$ cat src/rtl/pinpad_pkg.sv
package pinpad_pkg;

    parameter int FUNC_W = 3;
    parameter int DRV_W  = 3;
    parameter int DATA_W = 16;

    localparam int NUM_FUNC = 1 << FUNC_W;
    localparam int NUM_ALT  = NUM_FUNC - 1;
    localparam int MAX_MA   = 2 * (1 << DRV_W);
    localparam int MA_W     = $clog2(MAX_MA + 1);

    // control word field positions
    localparam int F_FUNC_LSB = 0;
    localparam int F_BIAS_LSB = F_FUNC_LSB + FUNC_W;
    localparam int F_MA_LSB   = F_BIAS_LSB + 2;
    localparam int F_OE_BIT   = F_MA_LSB + MA_W;

    // I/O word bit positions
    localparam int IO_OUT_BIT = 0;
    localparam int IO_IN_BIT  = 1;

    typedef enum logic [1:0] {
        BIAS_NONE = 2'd0,
        BIAS_DOWN = 2'd1,
        BIAS_KEEP = 2'd2,
        BIAS_UP   = 2'd3
    } bias_e;

    typedef struct packed {
        logic              oe;
        logic [DRV_W-1:0]  drv;
        bias_e             bias;
        logic [FUNC_W-1:0] func;
    } pad_cfg_t;

    function automatic logic ma_is_legal(input logic [MA_W-1:0] ma);
        return (ma != '0) && !ma[0] && (int'(ma) <= MAX_MA);
    endfunction

    function automatic logic [DRV_W-1:0] code_from_ma(input logic [MA_W-1:0] ma);
        logic [MA_W-1:0] half;
        half = (ma >> 1) - MA_W'(1);
        return half[DRV_W-1:0];
    endfunction

    function automatic logic [MA_W-1:0] ma_from_code(input logic [DRV_W-1:0] code);
        return (MA_W'(code) << 1) + MA_W'(2);
    endfunction

endpackage

$ cat src/rtl/pinpad_regs.sv
module pinpad_regs
    import pinpad_pkg::*;
(
    input  logic              clk,
    input  logic              rst,
    input  logic              wr_en,
    input  logic              addr,
    input  logic [DATA_W-1:0] wdata,
    input  logic              in_sync,
    output pad_cfg_t          cfg,
    output logic              gpio_out,
    output logic [DATA_W-1:0] rdata
);

    logic [MA_W-1:0] req_ma;
    assign req_ma = wdata[F_MA_LSB +: MA_W];

    always_ff @(posedge clk) begin
        if (rst) begin
            cfg.func <= '0;
            cfg.bias <= BIAS_DOWN;
            cfg.drv  <= '0;
            cfg.oe   <= 1'b0;
            gpio_out <= 1'b0;
        end else if (wr_en) begin
            if (!addr) begin
                cfg.func <= wdata[F_FUNC_LSB +: FUNC_W];
                cfg.bias <= bias_e'(wdata[F_BIAS_LSB +: 2]);
                cfg.oe   <= wdata[F_OE_BIT];
                if (ma_is_legal(req_ma))
                    cfg.drv <= code_from_ma(req_ma);
            end else begin
                gpio_out <= wdata[IO_OUT_BIT];
            end
        end
    end

    always_comb begin
        rdata = '0;
        if (!addr) begin
            rdata[F_FUNC_LSB +: FUNC_W] = cfg.func;
            rdata[F_BIAS_LSB +: 2]      = cfg.bias;
            rdata[F_MA_LSB +: MA_W]     = ma_from_code(cfg.drv);
            rdata[F_OE_BIT]             = cfg.oe;
        end else begin
            rdata[IO_OUT_BIT] = gpio_out;
            rdata[IO_IN_BIT]  = in_sync;
        end
    end

endmodule

$ cat src/rtl/pinpad_mux.sv
module pinpad_mux
    import pinpad_pkg::*;
(
    input  logic [FUNC_W-1:0]  func,
    input  logic               gpio_oe,
    input  logic               gpio_out,
    input  logic [NUM_ALT-1:0] alt_oe,
    input  logic [NUM_ALT-1:0] alt_out,
    output logic               pad_oe,
    output logic               pad_out
);

    logic [NUM_FUNC-1:0] oe_src;
    logic [NUM_FUNC-1:0] out_src;

    assign oe_src[0]  = gpio_oe;
    assign out_src[0] = gpio_out;

    for (genvar g = 1; g < NUM_FUNC; g++) begin : g_alt
        assign oe_src[g]  = alt_oe[g-1];
        assign out_src[g] = alt_out[g-1];
    end

    assign pad_oe  = oe_src[func];
    assign pad_out = out_src[func];

endmodule

$ cat src/rtl/pinpad_resolve.sv
module pinpad_resolve
    import pinpad_pkg::*;
(
    input  logic  clk,
    input  logic  rst,
    input  bias_e bias,
    input  logic  pad_oe,
    input  logic  pad_out,
    output logic  pull_up,
    output logic  pull_down,
    output logic  keep,
    output logic  pad_val,
    output logic  pad_val_valid
);

    logic kept;

    assign pull_up   = (bias == BIAS_UP);
    assign pull_down = (bias == BIAS_DOWN);
    assign keep      = (bias == BIAS_KEEP);

    always_comb begin
        pad_val       = 1'b0;
        pad_val_valid = 1'b1;
        if (pad_oe) begin
            pad_val = pad_out;
        end else begin
            unique case (bias)
                BIAS_DOWN: pad_val = 1'b0;
                BIAS_UP:   pad_val = 1'b1;
                BIAS_KEEP: pad_val = kept;
                BIAS_NONE: pad_val_valid = 1'b0;
            endcase
        end
    end

    always_ff @(posedge clk) begin
        if (rst)
            kept <= 1'b0;
        else if (pad_val_valid)
            kept <= pad_val;
    end

endmodule

$ cat src/rtl/pinpad_sync.sv
module pinpad_sync #(
    parameter int STAGES = 2
) (
    input  logic clk,
    input  logic rst,
    input  logic d,
    output logic q
);

    logic [STAGES-1:0] chain;

    always_ff @(posedge clk) begin
        if (rst)
            chain <= '0;
        else
            chain <= {chain[STAGES-2:0], d};
    end

    assign q = chain[STAGES-1];

endmodule

$ cat src/rtl/pinpad_ctrl.sv
module pinpad_ctrl
    import pinpad_pkg::*;
#(
    parameter int SYNC_STAGES = 2
) (
    input  logic               clk,
    input  logic               rst,
    input  logic               reg_wr,
    input  logic               reg_addr,
    input  logic [DATA_W-1:0]  reg_wdata,
    output logic [DATA_W-1:0]  reg_rdata,
    input  logic [NUM_ALT-1:0] alt_oe,
    input  logic [NUM_ALT-1:0] alt_out,
    input  logic               pad_in,
    output logic               in_sync,
    output logic               pad_oe,
    output logic               pad_out,
    output logic [DRV_W-1:0]   pad_drv,
    output logic               pad_pull_up,
    output logic               pad_pull_down,
    output logic               pad_keep,
    output logic               pad_val,
    output logic               pad_val_valid
);

    pad_cfg_t cfg;
    logic     gpio_out;

    pinpad_sync #(.STAGES(SYNC_STAGES)) u_sync (
        .clk (clk),
        .rst (rst),
        .d   (pad_in),
        .q   (in_sync)
    );

    pinpad_regs u_regs (
        .clk      (clk),
        .rst      (rst),
        .wr_en    (reg_wr),
        .addr     (reg_addr),
        .wdata    (reg_wdata),
        .in_sync  (in_sync),
        .cfg      (cfg),
        .gpio_out (gpio_out),
        .rdata    (reg_rdata)
    );

    pinpad_mux u_mux (
        .func     (cfg.func),
        .gpio_oe  (cfg.oe),
        .gpio_out (gpio_out),
        .alt_oe   (alt_oe),
        .alt_out  (alt_out),
        .pad_oe   (pad_oe),
        .pad_out  (pad_out)
    );

    pinpad_resolve u_res (
        .clk           (clk),
        .rst           (rst),
        .bias          (cfg.bias),
        .pad_oe        (pad_oe),
        .pad_out       (pad_out),
        .pull_up       (pad_pull_up),
        .pull_down     (pad_pull_down),
        .keep          (pad_keep),
        .pad_val       (pad_val),
        .pad_val_valid (pad_val_valid)
    );

    assign pad_drv = cfg.drv;

endmodule

$ cat config.mk
export PLATFORM = sky130hd
export DESIGN_NAME = pinpad_ctrl
export DESIGN_NICKNAME = d
export VERILOG_FILES = /design/src/rtl/pinpad_pkg.sv /design/src/rtl/pinpad_regs.sv /design/src/rtl/pinpad_mux.sv /design/src/rtl/pinpad_resolve.sv /design/src/rtl/pinpad_sync.sv /design/src/rtl/pinpad_ctrl.sv
export SDC_FILE = /design/constraint.sdc
export NUM_CORES = 1
export LEC_CHECK = 0
export ABC_CLOCK_PERIOD_IN_PS = 2000
export CAP_MARGIN = 20
export CORE_MARGIN = 1.5
export CORE_UTILIZATION = 31
export DETAILED_ROUTE_END_ITERATION = 8
export PLACE_DENSITY = 0.75
export SLEW_MARGIN = 30
export SYNTH_ARGS = -nofsm -noshare
export SYNTH_HDL_FRONTEND = slang
export SYNTH_HIERARCHICAL = 1
export SYNTH_SLANG_ARGS = --single-unit
$ cat constraint.sdc
create_clock -name clk -period 2 [get_ports clk]
set_clock_uncertainty 0.1 [all_clocks]
set_input_delay 0.4 -clock clk [delete_from_list [all_inputs] [get_ports clk]]
set_output_delay 0.4 -clock clk [all_outputs]
set_load 0.03 [all_outputs]
==> summary.txt, run 1 <==
Run status - finished with violations
Failing checks - setup timing
Site Rows - 19
Die X - 56.4 um
CP arrival - 1910 ps
Drt drc - 0
PnR worst setup slack - -407 ps
First-pass GRT wire length - 4140 um
Clock Sinks - 13
Placed Cells - 182
Post-synth EDFFs - 0
Worst vdd ir - 0.278 mV
Crit. End Element - primary output
Largest family of logic cells by synthesized area - multiplexers
Flop2flop setup slack - 140 ps
Starting density of the core - 0.323
Adder-cell share of the synthesized area - 0.0283
Compound-Gate Fraction of Synth Area - 0.120
Slowest CP cell - mux4_2
Die area - 3180 um2
Layout cell share with drive strength beyond 1 - 0.344
Fmax - 415 MHz
Max-slew violation count - 0
Antenna Cells - 0
Multiplexer area fraction after synthesis - 0.227
Layout Cells excl Fill - 191
Post-layout instance area - 1540 um2
Synth Flop Type - dfxtp_1
Final Setup Violations - 4
Reg2Reg Depth - 4
Input/output buffers - 50
Final Total Pwr - 0.727 mW
Die H - 56.4 um
Post-synth top area share - 0.295
Syn Inst Count - 89
Largest cells by area after synthesis - dfxtp_1 (29%), mux4_1 (12%), nor2b_1 (7.8%), mux2i_1 (5.7%), buf_4 (5.1%)
RePlAce Congestion - 0.742
ANT nets after route - 0
CTS tree - built
CP cell instances - mux4_2 -> mux2_4 -> or3_4 -> buf_6
Share of flip-flops with an asynchronous set or reset - 0
Global route overflow - 0
Num CTS Buffers - 3
Post-synth top area cell - dfxtp_1
Initial DRC Count - 24
R2r startpoint - u_regs/cfg[0]$_SDFFE_PP0P_
Vias post-DR - 902
Pre-Repair DR Iteration Count - 4
I/O pin count - 62
Vias/cell - 4.72
Pleak - 0.701 nW
HP Class - flop to flop
Final Hold Viols - 0
Fillers - 254
PwrDens - 473 nW/um2
Vias in the first global route - 929
Crit Path Category - flop to primary output
Area of the core - 2730 um2
Setup WS pre-CTS - -1030 ps
Clk_lat worst skew - 270 ps
Sequential share of the synthesized area - 0.295
Top post-synthesis cells by count - dfxtp_1 (13), nor2b_1 (11), nor2_1 (7)
FF/Latch Area - 264 um2
CP Data Required Time - 1500 ps
Critical path startpoint - u_regs/cfg[0]$_SDFFE_PP0P_
RSZ-0062 raised after global routing - true
Worst-path clk slew - 80 ps
Post-Syn Area per Cell - 9.93 um2
Max-cap violations - 0
Nets - 198
Critical Path Sink - pad_val_valid
Synth Area in XOR/XNOR - 0.0198
Count leader, synth - dfxtp_1
Worst Path Max Fanout - 4
Synth warnings - 6
Clock buffer depth - 2
Startpoint class of the critical path - flop
H-tree levels - 1
Post-Synth Simple-Gate Area - 0.212
Area of the multi-input gates - 561 um2
GRT Overall Usage - 0.169
Reg-to-Reg End - u_res/kept$_SDFFE_PP0P_
Final wirelength - 2650 um
Routed wire length per instance - 13.9 um
Pin count of the biggest net entering global routing - 11
Tmin final - 2410 ps
Post-DP HPWL - 2020 um
Placed inst area - 1480 um2
CP peak stage delay - 500 ps
Post-Syn Area - 883 um2
Tcrit/Tclk final - 1.20
Synth unique cells - 33
Fin util - 0.562
Clock root buffer - clkbuf_4
Initial antenna violation count - 0
Syn-to-layout area delta - 74.1%
#FFs+latches synth - 13
## per-stage QoR
stage / TNS, ps / hold slack (ps)
floorplan: -182 / 314
global placement: -3640 / 328
detailed placement: -3770 / 350
CTS: -1290 / 376
global route: -1420 / 395
finish: -1210 / 382
## layout by cell type, fill, tap and decap left out, types with 2 or more instances in the layout
master           synthesis  layout
buf_4                    6      29
clkdlybuf4s50_1          0      23
dlygate4sd2_1            0      12
dfxtp_1                 13      12
nor2b_1                 11      11
nor2_1                   7       7
conb_1                   1       6
buf_6                    0       5
mux2i_1                  5       5
mux4_2                   0       4
inv_1                    4       4
clkbuf_4                 0       3
a31oi_1                  3       3
nand2_1                  3       3
mux2_4                   0       2
mux2_2                   4       2
xnor2_1                  2       2
a211oi_2                 2       2
o21ai_0                  3       2
ha_1                     2       2
## where the power goes
group	leakage (nW)	switching, mW	internal, mW	total [mW]
sequential	0.107	0.0123	0.271	0.283
combinational	0.579	0.133	0.153	0.285
clock	0.0150	0.0811	0.0772	0.158
total	0.701	0.226	0.501	0.727
## routing by layer
layer | up-vias | track usage | routed length (um)
li1 | 451 | - | -
met1 | 408 | 0.183 | 1030
met2 | 43 | 0.321 | 1420
met3 | 0 | 0.0392 | 197
met4 | 0 | 0.0510 | 0
met5 | - | 0 | 0
## cells by family (layout without fill, tap and decap cells)
| logic type | Yosys count | after routing |
|---|---|---|
| xor gates and xnor gates | 2 | 2 |
| buffers and inverters | 13 | 79 |
| and+or+nand+nor | 31 | 31 |
| AOI/OAI and AO/OA | 14 | 14 |
| adders and majority gates | 2 | 2 |
| DFF | 13 | 13 |
| other | 1 | 6 |
| muxes | 13 | 13 |
## sequential cells by signal, indices dropped and copies added, names as in the netlist
signal / count
u_res/kept: 1
u_regs/gpio_out: 1
u_sync/chain: 2
u_regs/cfg: 9
## worst max-delay path: cells and delay by family (launching register included)
| family | cells | cell delay (ps) |
|---|---|---|
| buf+inv | 1 | 140 |
| simple gates | 1 | 330 |
| flops | 1 | 380 |
| mux | 2 | 780 |
## what timing repair did
action | CTS | global route
pin swaps | 2 | 0
setup endpoints to repair | 9 | 5
buffers inserted | 5 | 0
hold buffers | 0 | 0
gates resized for setup | 41 | 1
## final cells by class
cell class	count	area share
Tap cell	31	0.0252
Timing Repair Buffer	71	0.412
Clock buffer	4	0.0171
Sequential cell	13	0.172
Inverter	4	0.00976
Multi-Input combinational cell	68	0.365
## worst min-delay path by stage
stage                               startpoint                    endpoint  depth (start not counted)
CTS                 u_sync/chain[0]$_SDFF_PP0_  u_sync/chain[1]$_SDFF_PP0_                          1
finish              u_sync/chain[0]$_SDFF_PP0_  u_sync/chain[1]$_SDFF_PP0_                          1
detailed placement  u_sync/chain[0]$_SDFF_PP0_  u_sync/chain[1]$_SDFF_PP0_                          1
floorplan           u_sync/chain[0]$_SDFF_PP0_  u_sync/chain[1]$_SDFF_PP0_                          1
global route        u_sync/chain[0]$_SDFF_PP0_  u_sync/chain[1]$_SDFF_PP0_                          1
global placement    u_sync/chain[0]$_SDFF_PP0_  u_sync/chain[1]$_SDFF_PP0_                          1
(Power assumes the default switching activity.)
==> inputs of run 2 (changes only) <==
Settings changed: CORE_UTILIZATION 31 to 25, PLACE_DENSITY 0.75 to 0.63.
==> summary.txt, run 2 (synthesis gave the netlist of run 1 again) <==
Run status - finished with violations
Failing checks - setup timing
Largest Register - u_regs/cfg
Pre-Repair DR Iteration Count - 4
Final wirelength - 2470 um
Commonest non-fill, non-tap cell in the layout - buf_4
CTS tree - built
Antenna Cells - 0
Syn-to-layout area delta - 72.7%
Die area - 3900 um2
PwrDens - 474 nW/um2
Vias in the first global route - 912
I/O pin count - 62
Crit path max-delay family - multiplexers
Num CTS Buffers - 3
Tmin final - 2410 ps
Final TNS setup - -1200 ps
Startpoint class of the critical path - flop
HP Class - flop to flop
Clock buffer depth - 2
Worst Path Max Fanout - 4
R2r startpoint - u_regs/cfg[0]$_SDFFE_PP0P_
GRT Overall Usage - 0.126
CP arrival - 1910 ps
CP peak stage delay - 490 ps
RSZ-0062 raised after global routing - true
Post-layout instance area - 1530 um2
Clk_lat worst skew - 270 ps
Hold Crit Start - u_sync/chain[0]$_SDFF_PP0_
Critical path startpoint - u_regs/cfg[0]$_SDFFE_PP0P_
ANT nets after route - 0
Routed wire length per instance - 12.2 um
Max reg flops - 9
Area of the core - 3360 um2
Die H - 62.4 um
CP cell instances - mux4_2 -> mux2_4 -> or3_4 -> buf_6
Vias/cell - 4.44
# hold bufs at CTS - 0
Commonest cells after routing, fill and taps aside - buf_4 (26), clkdlybuf4s50_1 (25), dfxtp_1 (12), nor2b_1 (11), dlygate4sd2_1 (10)
Max-slew violation count - 0
Worst vdd ir - 0.215 mV
Initial DRC Count - 7
Tcrit/Tclk final - 1.20
Max-cap violations - 0
Post-DP HPWL - 2030 um
Clock root buffer - clkbuf_4
H-tree levels - 1
Worst-path clk slew - 80 ps
Buf/Inv on CP - 1
Vias post-DR - 902
Crit. End Element - primary output
Crit Path Category - flop to primary output
Input/output buffers - 50
Global route overflow - 0
Fmax - 415 MHz
RePlAce Congestion - 0.738
Layout cell share with drive strength beyond 1 - 0.338
Final Hold Viols - 0
CP Data Required Time - 1500 ps
First-pass GRT wire length - 4000 um
Pleak - 0.678 nW
Worst hold slack - 343 ps
Drt drc - 0
Nets - 195
Initial antenna violation count - 0
Placed inst area - 1510 um2
Final Setup Violations - 4
Top flop regs - u_regs/cfg: 9 flops, u_sync/chain: 2 flops
Pin count of the biggest net entering global routing - 11
Site Rows - 21
Slowest CP cell - mux4_2
PnR worst setup slack - -409 ps
Starting density of the core - 0.263
Clock Sinks - 13
Die X - 62.4 um
==> run 2: changes by cell type in the layout (fill, tap and decap cells not counted), sizes merged <==
cell,previous run,this run
clkdlybuf4s15,1,0
clkinv,0,1
dlygate4sd2,12,10
buf,34,32
clkbuf,4,3
clkdlybuf4s50,23,25
==> run 2: through the flow <==
step            util  setup WS, ps  power [mW]  std cells
3_3_place_gp   0.448         -1000       0.564        198
6_report       0.453          -409       0.723        203
4_1_cts        0.451          -438       0.730        202
2_1_floorplan      -          -139       0.438         94
5_1_grt        0.453          -454       0.758        203
3_5_place_dp   0.448         -1020       0.569        198
==> run 2: path summary, 6_finish.rpt <==
path / end / slack (ps) / cells past startpoint
worst max-delay path: pad_val_valid / -410 / 4
worst min-delay path: u_sync/chain[1]$_SDFF_PP0_ / 340 / 1
worst max register to register: u_res/kept$_SDFFE_PP0P_ / 140 / 4
worst min register to register: u_sync/chain[1]$_SDFF_PP0_ / 340 / 1
==> run 2: what timing repair did <==
| action | in CTS | in global routing |
|---|---|---|
| pin swaps | 2 | 0 |
| setup buffers | 0 | 1 |
| gates resized for setup | 43 | 3 |
| endpoints found under the setup margin | 9 | 7 |
==> run 2: power by group <==
part           leakage, nW  internal, mW  switching (mW)
sequential           0.107         0.271          0.0122
clock               0.0177        0.0740          0.0889
combinational        0.553         0.147           0.130
==> run 2: per-layer routing <==
layer | vias up | track usage | wire, um
li1 | 442 | - | -
met1 | 420 | 0.150 | 1030
met2 | 38 | 0.219 | 1230
met3 | 2 | 0.0378 | 204
met4 | 0 | 0.0361 | 8
met5 | - | 0 | 0
==> run 2: area by class of cell <==
| cell class | count | area [um2] |
|---|---|---|
| clock inverters | 1 | 5.00 |
| well taps | 46 | 57.6 |
| fillers | 356 | 1840 |
| multi-input cells | 68 | 561 |
| clock buffers | 3 | 22.5 |
| flip-flops and latches | 13 | 264 |
| inverters | 4 | 15.0 |
| repair buffers | 68 | 601 |
